File: src/rtl/spi_reg_pkg.sv
package spi_reg_pkg;

  localparam int FRAME_W     = 24;
  localparam int ADDR_W      = 5;
  localparam int DATA_W      = 16;
  localparam int RD_FLAG_POS = FRAME_W - 1;
  localparam int ADDR_POS    = DATA_W;

  localparam logic [FRAME_W-1:0] FILLER_FRAME = 24'h1CE000;

  typedef enum logic [1:0] {
    SQ_IDLE,
    SQ_FIRST,
    SQ_GAP,
    SQ_SECOND
  } seq_state_e;

  function automatic logic [FRAME_W-1:0] pack_write(
    input logic [ADDR_W-1:0] a,
    input logic [DATA_W-1:0] d
  );
    logic [FRAME_W-1:0] f;
    f = '0;
    f[ADDR_POS +: ADDR_W] = a;
    f[DATA_W-1:0]         = d;
    return f;
  endfunction

  function automatic logic [FRAME_W-1:0] pack_read(input logic [ADDR_W-1:0] a);
    logic [FRAME_W-1:0] f;
    f = '0;
    f[RD_FLAG_POS]        = 1'b1;
    f[ADDR_POS +: ADDR_W] = a;
    return f;
  endfunction

endpackage

File: src/rtl/spi_half_tick.sv
module spi_half_tick #(
  parameter int HALF_DIV = 2
) (
  input  logic clk,
  input  logic rst_n,
  input  logic en,
  output logic tick
);
  localparam int CW = (HALF_DIV > 1) ? $clog2(HALF_DIV) : 1;
  localparam logic [CW-1:0] LAST = CW'(HALF_DIV - 1);

  logic [CW-1:0] cnt;

  always_ff @(posedge clk or negedge rst_n) begin
    if (!rst_n)                 cnt <= '0;
    else if (!en || cnt == LAST) cnt <= '0;
    else                        cnt <= cnt + 1'b1;
  end

  assign tick = en && (cnt == LAST);
endmodule

File: src/rtl/spi_frame_shifter.sv
module spi_frame_shifter #(
  parameter int FW   = 24,
  parameter int RX_W = 16
) (
  input  logic          clk,
  input  logic          rst_n,
  input  logic          start,
  input  logic [FW-1:0] frame_in,
  input  logic          tick,
  input  logic          miso,
  output logic          active,
  output logic          sclk,
  output logic          mosi,
  output logic          cs_n,
  output logic [RX_W-1:0] rx_word,
  output logic          frame_done
);
  localparam int BW = $clog2(FW);
  localparam logic [BW-1:0] LAST_BIT = BW'(FW - 1);

  logic [FW-2:0] shreg;
  logic [BW-1:0] bitcnt;

  always_ff @(posedge clk or negedge rst_n) begin
    if (!rst_n) begin
      active     <= 1'b0;
      sclk       <= 1'b0;
      mosi       <= 1'b0;
      cs_n       <= 1'b1;
      shreg      <= '0;
      bitcnt     <= '0;
      rx_word    <= '0;
      frame_done <= 1'b0;
    end else begin
      frame_done <= 1'b0;
      if (start && !active) begin
        active  <= 1'b1;
        cs_n    <= 1'b0;
        sclk    <= 1'b0;
        mosi    <= frame_in[FW-1];
        shreg   <= frame_in[FW-2:0];
        bitcnt  <= '0;
        rx_word <= '0;
      end else if (active && tick) begin
        if (!sclk) begin
          sclk    <= 1'b1;
          rx_word <= {rx_word[RX_W-2:0], miso};
        end else begin
          sclk <= 1'b0;
          if (bitcnt == LAST_BIT) begin
            active     <= 1'b0;
            cs_n       <= 1'b1;
            mosi       <= 1'b0;
            frame_done <= 1'b1;
          end else begin
            bitcnt <= bitcnt + 1'b1;
            mosi   <= shreg[FW-2];
            shreg  <= {shreg[FW-3:0], 1'b0};
          end
        end
      end
    end
  end
endmodule

File: src/rtl/spi_op_sequencer.sv
module spi_op_sequencer
  import spi_reg_pkg::*;
#(
  parameter int GAP_CYC = 8
) (
  input  logic               clk,
  input  logic               rst_n,
  input  logic               req_valid,
  input  logic               req_read,
  input  logic [ADDR_W-1:0]  req_addr,
  input  logic [DATA_W-1:0]  req_data,
  input  logic               frame_done,
  input  logic [DATA_W-1:0]  rx_word,
  output logic               start,
  output logic [FRAME_W-1:0] frame_out,
  output logic               busy,
  output logic               done,
  output logic [DATA_W-1:0]  rd_data,
  output logic               accept,
  output logic               second_frame
);
  localparam int GW = $clog2(GAP_CYC + 1);
  localparam logic [GW-1:0] GAP_LAST = GW'(GAP_CYC - 1);

  seq_state_e state;
  logic       is_rd;
  logic [GW-1:0] gcnt;

  assign busy         = (state != SQ_IDLE);
  assign accept       = (state == SQ_IDLE) && req_valid;
  assign second_frame = (state == SQ_SECOND);

  always_ff @(posedge clk or negedge rst_n) begin
    if (!rst_n) begin
      state     <= SQ_IDLE;
      is_rd     <= 1'b0;
      gcnt      <= '0;
      start     <= 1'b0;
      done      <= 1'b0;
      rd_data   <= '0;
      frame_out <= '0;
    end else begin
      start <= 1'b0;
      done  <= 1'b0;
      unique case (state)
        SQ_IDLE: if (req_valid) begin
          is_rd     <= req_read;
          frame_out <= req_read ? pack_read(req_addr) : pack_write(req_addr, req_data);
          start     <= 1'b1;
          state     <= SQ_FIRST;
        end
        SQ_FIRST: if (frame_done) begin
          if (is_rd) begin
            state     <= SQ_GAP;
            gcnt      <= '0;
            frame_out <= FILLER_FRAME;
          end else begin
            state <= SQ_IDLE;
            done  <= 1'b1;
          end
        end
        SQ_GAP: begin
          if (gcnt == GAP_LAST) begin
            start <= 1'b1;
            state <= SQ_SECOND;
          end else begin
            gcnt <= gcnt + 1'b1;
          end
        end
        SQ_SECOND: if (frame_done) begin
          rd_data <= rx_word;
          done    <= 1'b1;
          state   <= SQ_IDLE;
        end
        default: state <= SQ_IDLE;
      endcase
    end
  end
endmodule

File: src/rtl/spi_reg_engine.sv
module spi_reg_engine
  import spi_reg_pkg::*;
#(
  parameter int HALF_DIV    = 2,
  parameter int CS_GAP_SCLK = 2
) (
  input  logic              clk,
  input  logic              rst_n,
  input  logic              req_valid,
  input  logic              req_read,
  input  logic [ADDR_W-1:0] req_addr,
  input  logic [DATA_W-1:0] req_data,
  output logic              busy,
  output logic              done,
  output logic [DATA_W-1:0] rd_data,
  output logic              sclk,
  output logic              mosi,
  input  logic              miso,
  output logic              cs_n
);
  localparam int GAP_CYC = CS_GAP_SCLK * 2 * HALF_DIV;

  logic               start;
  logic [FRAME_W-1:0] frame_bus;
  logic               frame_done;
  logic [DATA_W-1:0]  rx_word;
  logic               shift_active;
  logic               half_tick;
  logic               accept;
  logic               second_frame;

  spi_half_tick #(.HALF_DIV(HALF_DIV)) u_tick (
    .clk  (clk),
    .rst_n(rst_n),
    .en   (shift_active),
    .tick (half_tick)
  );

  spi_frame_shifter #(.FW(FRAME_W), .RX_W(DATA_W)) u_shift (
    .clk       (clk),
    .rst_n     (rst_n),
    .start     (start),
    .frame_in  (frame_bus),
    .tick      (half_tick),
    .miso      (miso),
    .active    (shift_active),
    .sclk      (sclk),
    .mosi      (mosi),
    .cs_n      (cs_n),
    .rx_word   (rx_word),
    .frame_done(frame_done)
  );

  spi_op_sequencer #(.GAP_CYC(GAP_CYC)) u_seq (
    .clk         (clk),
    .rst_n       (rst_n),
    .req_valid   (req_valid),
    .req_read    (req_read),
    .req_addr    (req_addr),
    .req_data    (req_data),
    .frame_done  (frame_done),
    .rx_word     (rx_word),
    .start       (start),
    .frame_out   (frame_bus),
    .busy        (busy),
    .done        (done),
    .rd_data     (rd_data),
    .accept      (accept),
    .second_frame(second_frame)
  );
endmodule

File: config.mk
export PLATFORM = sky130hd
export DESIGN_NAME = spi_reg_engine
export DESIGN_NICKNAME = d
export VERILOG_FILES = /design/src/rtl/spi_reg_pkg.sv /design/src/rtl/spi_half_tick.sv /design/src/rtl/spi_frame_shifter.sv /design/src/rtl/spi_op_sequencer.sv /design/src/rtl/spi_reg_engine.sv
export SDC_FILE = /design/constraint.sdc
export NUM_CORES = 1
export LEC_CHECK = 0
export BUFFER_PORTS_ARGS = -buffer_cell sky130_fd_sc_hd__buf_2
export CAP_MARGIN = 20
export CORE_MARGIN = 5
export CORE_UTILIZATION = 50
export CTS_CLUSTER_DIAMETER = 40
export DETAILED_ROUTE_END_ITERATION = 12
export GPL_ROUTABILITY_DRIVEN = 0
export PLACE_DENSITY = 0.81
export RECOVER_POWER = 100
export SYNTH_ARGS = -nofsm -noshare
export SYNTH_HDL_FRONTEND = slang
export SYNTH_SLANG_ARGS = --single-unit
File: constraint.sdc
create_clock -name clk -period 2.5 [get_ports clk]
set_input_delay 0.125 -clock clk [delete_from_list [all_inputs] [get_ports clk]]
set_output_delay 0.125 -clock clk [all_outputs]
set_load 0.03 [all_outputs]
==> results of run 1 <==
[state kept, by name, indices dropped and copies added (netlist names), named ones only]
name	count
u_seq.done	1
u_seq.frame_out	22
u_seq.gcnt	4
u_seq.is_rd	1
u_seq.rd_data	16
u_seq.start	1
u_seq.state	1
u_shift.active	1
u_shift.bitcnt	5
u_shift.cs_n	1
u_shift.frame_done	1
u_shift.mosi	1
u_shift.rx_word	16
u_shift.sclk	1
u_shift.shreg	23
u_tick.cnt	1
[metal layers]
layer,share of wire,vias up
met3,0.057,15
met4,0.022,0
met2,0.46,82
li1,-,1441
met1,0.46,1510
met5,0,-
[logic make-up (layout without fill, tap and decap cells)]
family / count (synthesis) / after routing
adder cells (fa/ha/maj): 2 / 2
buffers and inverters: 33 / 83
XOR/XNOR: 1 / 1
flip-flops: 97 / 97
multiplexers: 34 / 34
AND/OR/NAND/NOR: 151 / 151
AO/OA/AOI/OAI: 72 / 72
[per-stage QoR]
stage          total power, mW  utilization  area, um^2  worst slack, ns
6_report                  3.90        0.577        4760            0.539
5_1_grt                   4.11        0.577        4760            0.375
4_1_cts                   3.95        0.586        4840            0.708
3_5_place_dp              2.75        0.552        4560            0.722
3_3_place_gp              2.71        0.552        4560            0.795
2_1_floorplan             2.54            -        4260            0.984
[power groups by stage]
stage / logic (mW) / clock network, mW / registers [mW]
2_1_floorplan: 0.459 / 0 / 2.08
3_3_place_gp: 0.615 / 0 / 2.09
3_5_place_dp: 0.642 / 0 / 2.11
4_1_cts: 0.654 / 1.21 / 2.08
5_1_grt: 0.721 / 1.26 / 2.13
6_report: 0.629 / 1.18 / 2.08
[area by class of cell]
type / count / area (um^2)
fillers: 719 / 3490
flip-flops and latches: 97 / 2430
multi-input cells: 260 / 1630
repair buffers: 61 / 320
clock buffers: 11 / 131
well taps: 105 / 131
clock inverters: 5 / 104
inverters: 6 / 22.5
[worst max-delay path by stage]
stage                                             start  cells after the start                               to  slack (ns)
after global routing         u_seq.state[0]$_DFFE_PN0P_                      4  u_seq.frame_out[15]$_DFFE_PN0P_        0.37
after detailed placement     u_seq.state[0]$_DFFE_PN0P_                      3   u_seq.frame_out[7]$_DFFE_PN0P_        0.72
after global placement       u_shift.active$_DFFE_PN0P_                      4    u_shift.shreg[12]$_DFFE_PN0P_        0.80
after CTS                    u_seq.state[0]$_DFFE_PN0P_                      3   u_seq.frame_out[8]$_DFFE_PN0P_        0.71
final                        u_seq.state[0]$_DFFE_PN0P_                      3   u_seq.frame_out[8]$_DFFE_PN0P_        0.54
after floorplan           u_shift.bitcnt[0]$_DFFE_PN0P_                      4    u_shift.bitcnt[3]$_DFFE_PN0P_        0.98
[cell usage in the layout, fill, tap and decap left out, types with 9 or more instances in the layout]
cell type   n
o21ai_0    27
buf_2      24
clkbuf_1   24
nand3_1    28
o211ai_1   20
nor3b_1    13
dfrtp_1    96
clkbuf_8    9
a21oi_1     9
nand2_1    81
mux2_2     25
==> flow_summary.json, run 1 <==
{
  "status": "complete, no violations",
  "p_clk_frac": 0.304,
  "rsz0062_at_grt": "no",
  "critPathSlowestCell": "a21oi_2",
  "syn_area_um2": 4260,
  "busiest_layer": "met2",
  "min_path_cells": 2,
  "hold_viol": 0,
  "crit_path_cell_trace": "nand3_2 -> a21oi_2 -> mux2_2",
  "synth_nets": 418,
  "cts_htree_levels": 3,
  "slew_headroom": 0.0836,
  "cts.sinks": 97,
  "yosysMostFrequentCell": "dfrtp_1",
  "holdCritStartpoint": "req_addr[0]",
  "hold_buffers": 5,
  "antenna_found_initial": 0,
  "wl_per_cell_um": 15.2,
  "yosys.area.top_type_share": 0.564,
  "drive_gt1_frac": 0.180,
  "sw_frac_of_total": 0.283,
  "port_buffers": 46,
  "p_sw_mw": 1.10,
  "ys.warnings.count": 0,
  "tns_ns": 0,
  "ant_nets": 0,
  "start_util": 0.516,
  "synth_edf_count": 0,
  "gr-usage-met1": 0.227,
  "fin_skew_ns": 0.00801,
  "clk_latency_ns": 0.36,
  "vias": 3048,
  "synth_commonest_cells": "dfrtp_1, nand2_1, nand3_1, o21ai_0, mux2_2",
  "async_reset_ff_frac": 1.00,
  "drt-initial-drc-count": 109,
  "maxCapViolCount": 0,
  "finalCriticalPeriod_ns": 1.96,
  "hold_path_class": "input pin to register",
  "dpl.cell_count": 524,
  "path_buf_inv": 0,
  "whs_endpoint": "u_seq.frame_out[16]$_DFFE_PN0P_",
  "cp_top_family": "compound AO/OA/AOI/OAI gates",
  "wirelength_um": 8310,
  "hpwl_um": 5400,
  "synthTopCellsByArea": "dfrtp_1, nand2_1, mux2_2",
  "clock_path_buffers": 2,
  "tightest_slew_ns": 1.37,
  "synth-main-ff-cell": "dfrtp_1",
  "grt_pass1_vias": 3023,
  "grt_max_degree": 57,
  "die_area_um2": 10500,
  "yosysSeqAreaShare": 0.570,
  "post_cts_resized": 0,
  "grt_pass1_wl_um": 14200,
  "area_delta_synth_final_pct": 11.8,
  "fp.dieW_um": 102,
  "path_class": "register to register",
  "critPathRequiredTime_ns": 2.74,
  "met2_usage": 0.269,
  "met3_usage": 0.0512,
  "finalSetupViolCount": 0,
  "p_int_mw": 2.79,
  "grt_util_all_layers": 0.170,
  "die_y_um": 102,
  "slowest_delay_ns": 0.78,
  "num_antenna_cells": 0,
  "crit_path_start_kind": "register",
  "ys_seq_elements": 97,
  "synth_top_cell_by_area": "dfrtp_1",
  "synth_top_family_by_area": "simple AND/OR/NAND/NOR gates",
  "endpoint_kind": "register",
  "ys_types": 43,
  "vias_per_cell": 5.59,
  "fmax_ghz": 0.510,
  "fin_cells": 545,
  "synth_cells": 390,
  "fin_hold_ws_ns": 0.0107,
  "peakVddDrop_mv": 0.465,
  "cts_tree": "built",
  "rr_endpoint": "u_seq.frame_out[8]$_DFFE_PN0P_",
  "critPathArrivalTime_ns": 2.21,
  "grt.overflow.total": 0,
  "ios": 47,
  "post-cts-setup-buffer-count": 0,
  "syn_area_per_cell_um2": 10.9,
  "synth_xor_xnor_area_share": 0.00206,
  "seqPwrFrac": 0.535,
  "slew_viol_final": 0,
  "first_pass_iters": 4,
  "synthSimpleGateAreaFrac": 0.179,
  "clkTransAtPathRegs_ns": 0.08,
  "std_cell_rows": 33,
  "synthAdderAreaFrac": 0.00587,
  "muxShareOfSynthArea": 0.0922,
  "path_max_fanout": 16,
  "final_nets": 463,
  "clk_root_buffer_cell": "clkbuf_8",
  "regToRegStartpoint": "u_seq.state[0]$_DFFE_PN0P_",
  "r2r_slack_ns": 0.54,
  "coreArea_um2": 8260,
  "powerDensity_nw_per_um2": 818,
  "cellLeakagePower_nw": 2.13,
  "drc": 0,
  "period_share": 0.785,
  "cts_buffers": 9,
  "synth_compound_area_frac": 0.112,
  "combPwrFrac": 0.161,
  "worstRegToRegCells": 3
}
Note: power is estimated with default switching activity, not from simulation.
==> inputs of run 2 (changes only) <==
Settings changed: ABC_AREA set to 1, PLACE_DENSITY 0.81 to 0.84.
Clock period 2.5 ns to 1.6 ns, I/O delays scaled along.
==> run 2 against run 1 <==
  * Cell count grew 24%
  * Global-route usage grew 0.88 points
  * Critical path type unchanged
  * Sequential power grew 25%
==> flow_summary.json, run 2 <==
{
  "status": "complete, no violations",
  "coreArea_um2": 8180,
  "area_delta_synth_final_pct": 16.8,
  "yosys.area.top_type_share": 0.578,
  "clkTransAtPathRegs_ns": 0.11,
  "rsz0062_at_grt": "no",
  "grt_pass1_wl_um": 14800,
  "wl_per_cell_um": 12.8,
  "tns_ns": 0,
  "synthTopCellsByArea": "dfrtp_1, nand2_1, o21ai_0",
  "synth_nets": 533,
  "synth_cells": 505,
  "antenna_found_initial": 0,
  "fmax_ghz": 0.680,
  "cts_htree_levels": 3,
  "crit_path_cell_trace": "nand2_1 -> inv_1 -> nand2_1 -> clkbuf_2 -> o21ai_0",
  "ys_seq_elements": 97,
  "path_buf_inv": 2,
  "powerDensity_nw_per_um2": 915,
  "synth_top_cell_by_area": "dfrtp_1",
  "critPathSlowestCell": "dfrtp_1",
  "first_pass_iters": 5,
  "met2_usage": 0.294,
  "critPathArrivalTime_ns": 1.72,
  "critPathRequiredTime_ns": 1.85,
  "synth_edf_count": 0,
  "period_share": 0.919,
  "wirelength_um": 8630,
  "cellLeakagePower_nw": 2.61,
  "syn_area_per_cell_um2": 8.23,
  "finalCriticalPeriod_ns": 1.47,
  "cp_top_family": "buffers and inverters",
  "ant_nets": 0,
  "die_area_um2": 10200,
  "start_util": 0.508,
  "path_depth": 5,
  "grt_util_all_layers": 0.179,
  "ios": 47,
  "hold_viol": 0,
  "top_register": "u_shift.shreg",
  "async_reset_ff_frac": 1.00,
  "grt.overflow.total": 0,
  "path_class": "register to register",
  "yosysSeqAreaShare": 0.584,
  "final_common_cell": "nand2_1",
  "port_buffers": 46,
  "min_path_cells": 5,
  "slew_headroom": 0.381,
  "busiest_layer": "met2",
  "clk_root_buffer_cell": "clkbuf_8",
  "mostFrequentLayoutCells": "nand2_1, dfrtp_1, inv_1, o21ai_0, nor2_1",
  "tightest_slew_ns": 0.929,
  "finalSetupViolCount": 0,
  "worstRegToRegCells": 5,
  "cts_tree": "built",
  "vias_per_cell": 5.12,
  "crit_path_end": "u_seq.rd_data[10]$_DFFE_PN0P_",
  "drt-initial-drc-count": 174,
  "maxCapViolCount": 0,
  "num_antenna_cells": 0,
  "cts.sinks": 97,
  "rr_endpoint": "u_seq.rd_data[10]$_DFFE_PN0P_",
  "fp.dieW_um": 101,
  "fillers": 728,
  "drc": 0,
  "clk_latency_ns": 0.37,
  "setup.worst_path.start": "u_seq.state[0]$_DFFE_PN0P_",
  "grt_pass1_vias": 3330,
  "die_y_um": 101,
  "gr-usage-met1": 0.236,
  "vias": 3461,
  "top_regs": "u_shift.shreg: 23 flops, u_seq.frame_out: 22 flops",
  "slowest_delay_ns": 0.44,
  "met3_usage": 0.0344,
  "peakVddDrop_mv": 0.599,
  "drive_gt1_frac": 0.112,
  "yosysMostFrequentCell": "nand2_1",
  "std_cell_rows": 33,
  "clock_path_buffers": 2,
  "fin_hold_ws_ns": 0.00701,
  "cts_buffers": 9,
  "hold_path_class": "input pin to register",
  "fin_cells": 676,
  "regToRegStartpoint": "u_seq.state[0]$_DFFE_PN0P_",
  "ys_types": 20,
  "dpl.cell_count": 649,
  "multi_input_area_um2": 1480,
  "crit_path_start_kind": "register",
  "grt_max_degree": 39,
  "r2r_slack_ns": 0.13,
  "crit_top_cell": "nand2_1",
  "endpoint_kind": "register",
  "fin_skew_ns": 0.00843,
  "slew_viol_final": 0,
  "hpwl_um": 5700,
  "synth_commonest_cells": "nand2_1, dfrtp_1, inv_1",
  "largest_register_ffs": 23,
  "path_max_fanout": 32,
  "synth-main-ff-cell": "dfrtp_1",
  "syn_area_um2": 4160,
  "ys.warnings.count": 0,
  "final_nets": 594,
  "ff_latch_area_um2": 2430
}
[run 2: changes by cell type after synthesis, sizes merged, moves of 6 or more]
| cell | change |
|---|---|
| o211ai | -20 |
| nand3 | -11 |
| nor2 | +25 |
| nor3b | -13 |
| o21ai | +12 |
| inv | +34 |
| nor2b | -6 |
| mux2 | -30 |
| o22ai | +15 |
| nand2 | +146 |
[run 2: cell type report]
type | count | share of cell area
Clock buffer | 9 | 0.0255
Clock inverter | 7 | 0.0168
Inverter | 40 | 0.0309
Multi-Input combinational cell | 348 | 0.306
Sequential cell | 97 | 0.501
Tap cell | 105 | 0.0271
Timing Repair Buffer | 70 | 0.0936
[run 2: worst register-to-register path, delay by kind of cell, from the launching register on]
kind	cells	cell delay (ns)
buffers and inverters	2	0.53
DFF	1	0.44
and+or+nand+nor	2	0.20
AOI/OAI and AO/OA	1	0.18
[run 2: stage by stage]
stage	total power, mW	area [um^2]	setup WS (ns)	utilization
after detailed placement	2.86	4550	0.120	0.557
after floorplan	2.73	4160	0.259	-
after CTS	4.48	4860	0.0952	0.594
final	4.44	4850	0.130	0.594
after global routing	4.62	4850	0.00135	0.594
after global placement	2.85	4550	0.205	0.557
[run 2: worst min-delay path by stage]
stage / startpoint / end / slack, ns
after floorplan: rst_n / asynchronous set/reset pin / -0.22
after global placement: rst_n / u_seq.rd_data[6]$_DFFE_PN0P_ / 0.06
after detailed placement: rst_n / u_seq.rd_data[7]$_DFFE_PN0P_ / 0.07
after CTS: req_data[2] / u_seq.frame_out[2]$_DFFE_PN0P_ / 0.001
after global routing: req_data[4] / u_seq.frame_out[4]$_DFFE_PN0P_ / 0.02
final: req_data[10] / u_seq.frame_out[10]$_DFFE_PN0P_ / 0.007
[run 2: timing repair]
item	4_1_cts	5_1_grt
endpoints found under the hold margin	43	0
endpoints found under the setup margin	0	31
hold buffers	10	0
gates resized for setup	0	7
buffers inserted	0	1
[run 2: cells by family (layout without fill, tap and decap cells)]
kind of cell               after synthesis  after routing  synth area share
and+or+nand+nor                        280            280             0.264
DFF                                     97             97             0.584
AOI/OAI and AO/OA                       66             66            0.0849
buffers and inverters                   60            126            0.0608
adders and majority gates                2              2           0.00602
[run 2: report_power, final]
part | switching (mW) | total [mW] | leakage, nW | internal, mW
logic | 0.143 | 0.243 | 1.25 | 0.100
clock network | 0.986 | 1.61 | 0.104 | 0.627
registers | 0.0457 | 2.59 | 1.26 | 2.54
[run 2: layer usage]
layer	share of wire	vias to the layer above
li1	-	1703
met1	0.45	1650
met2	0.48	90
met3	0.048	18
met4	0.019	0
met5	0	-
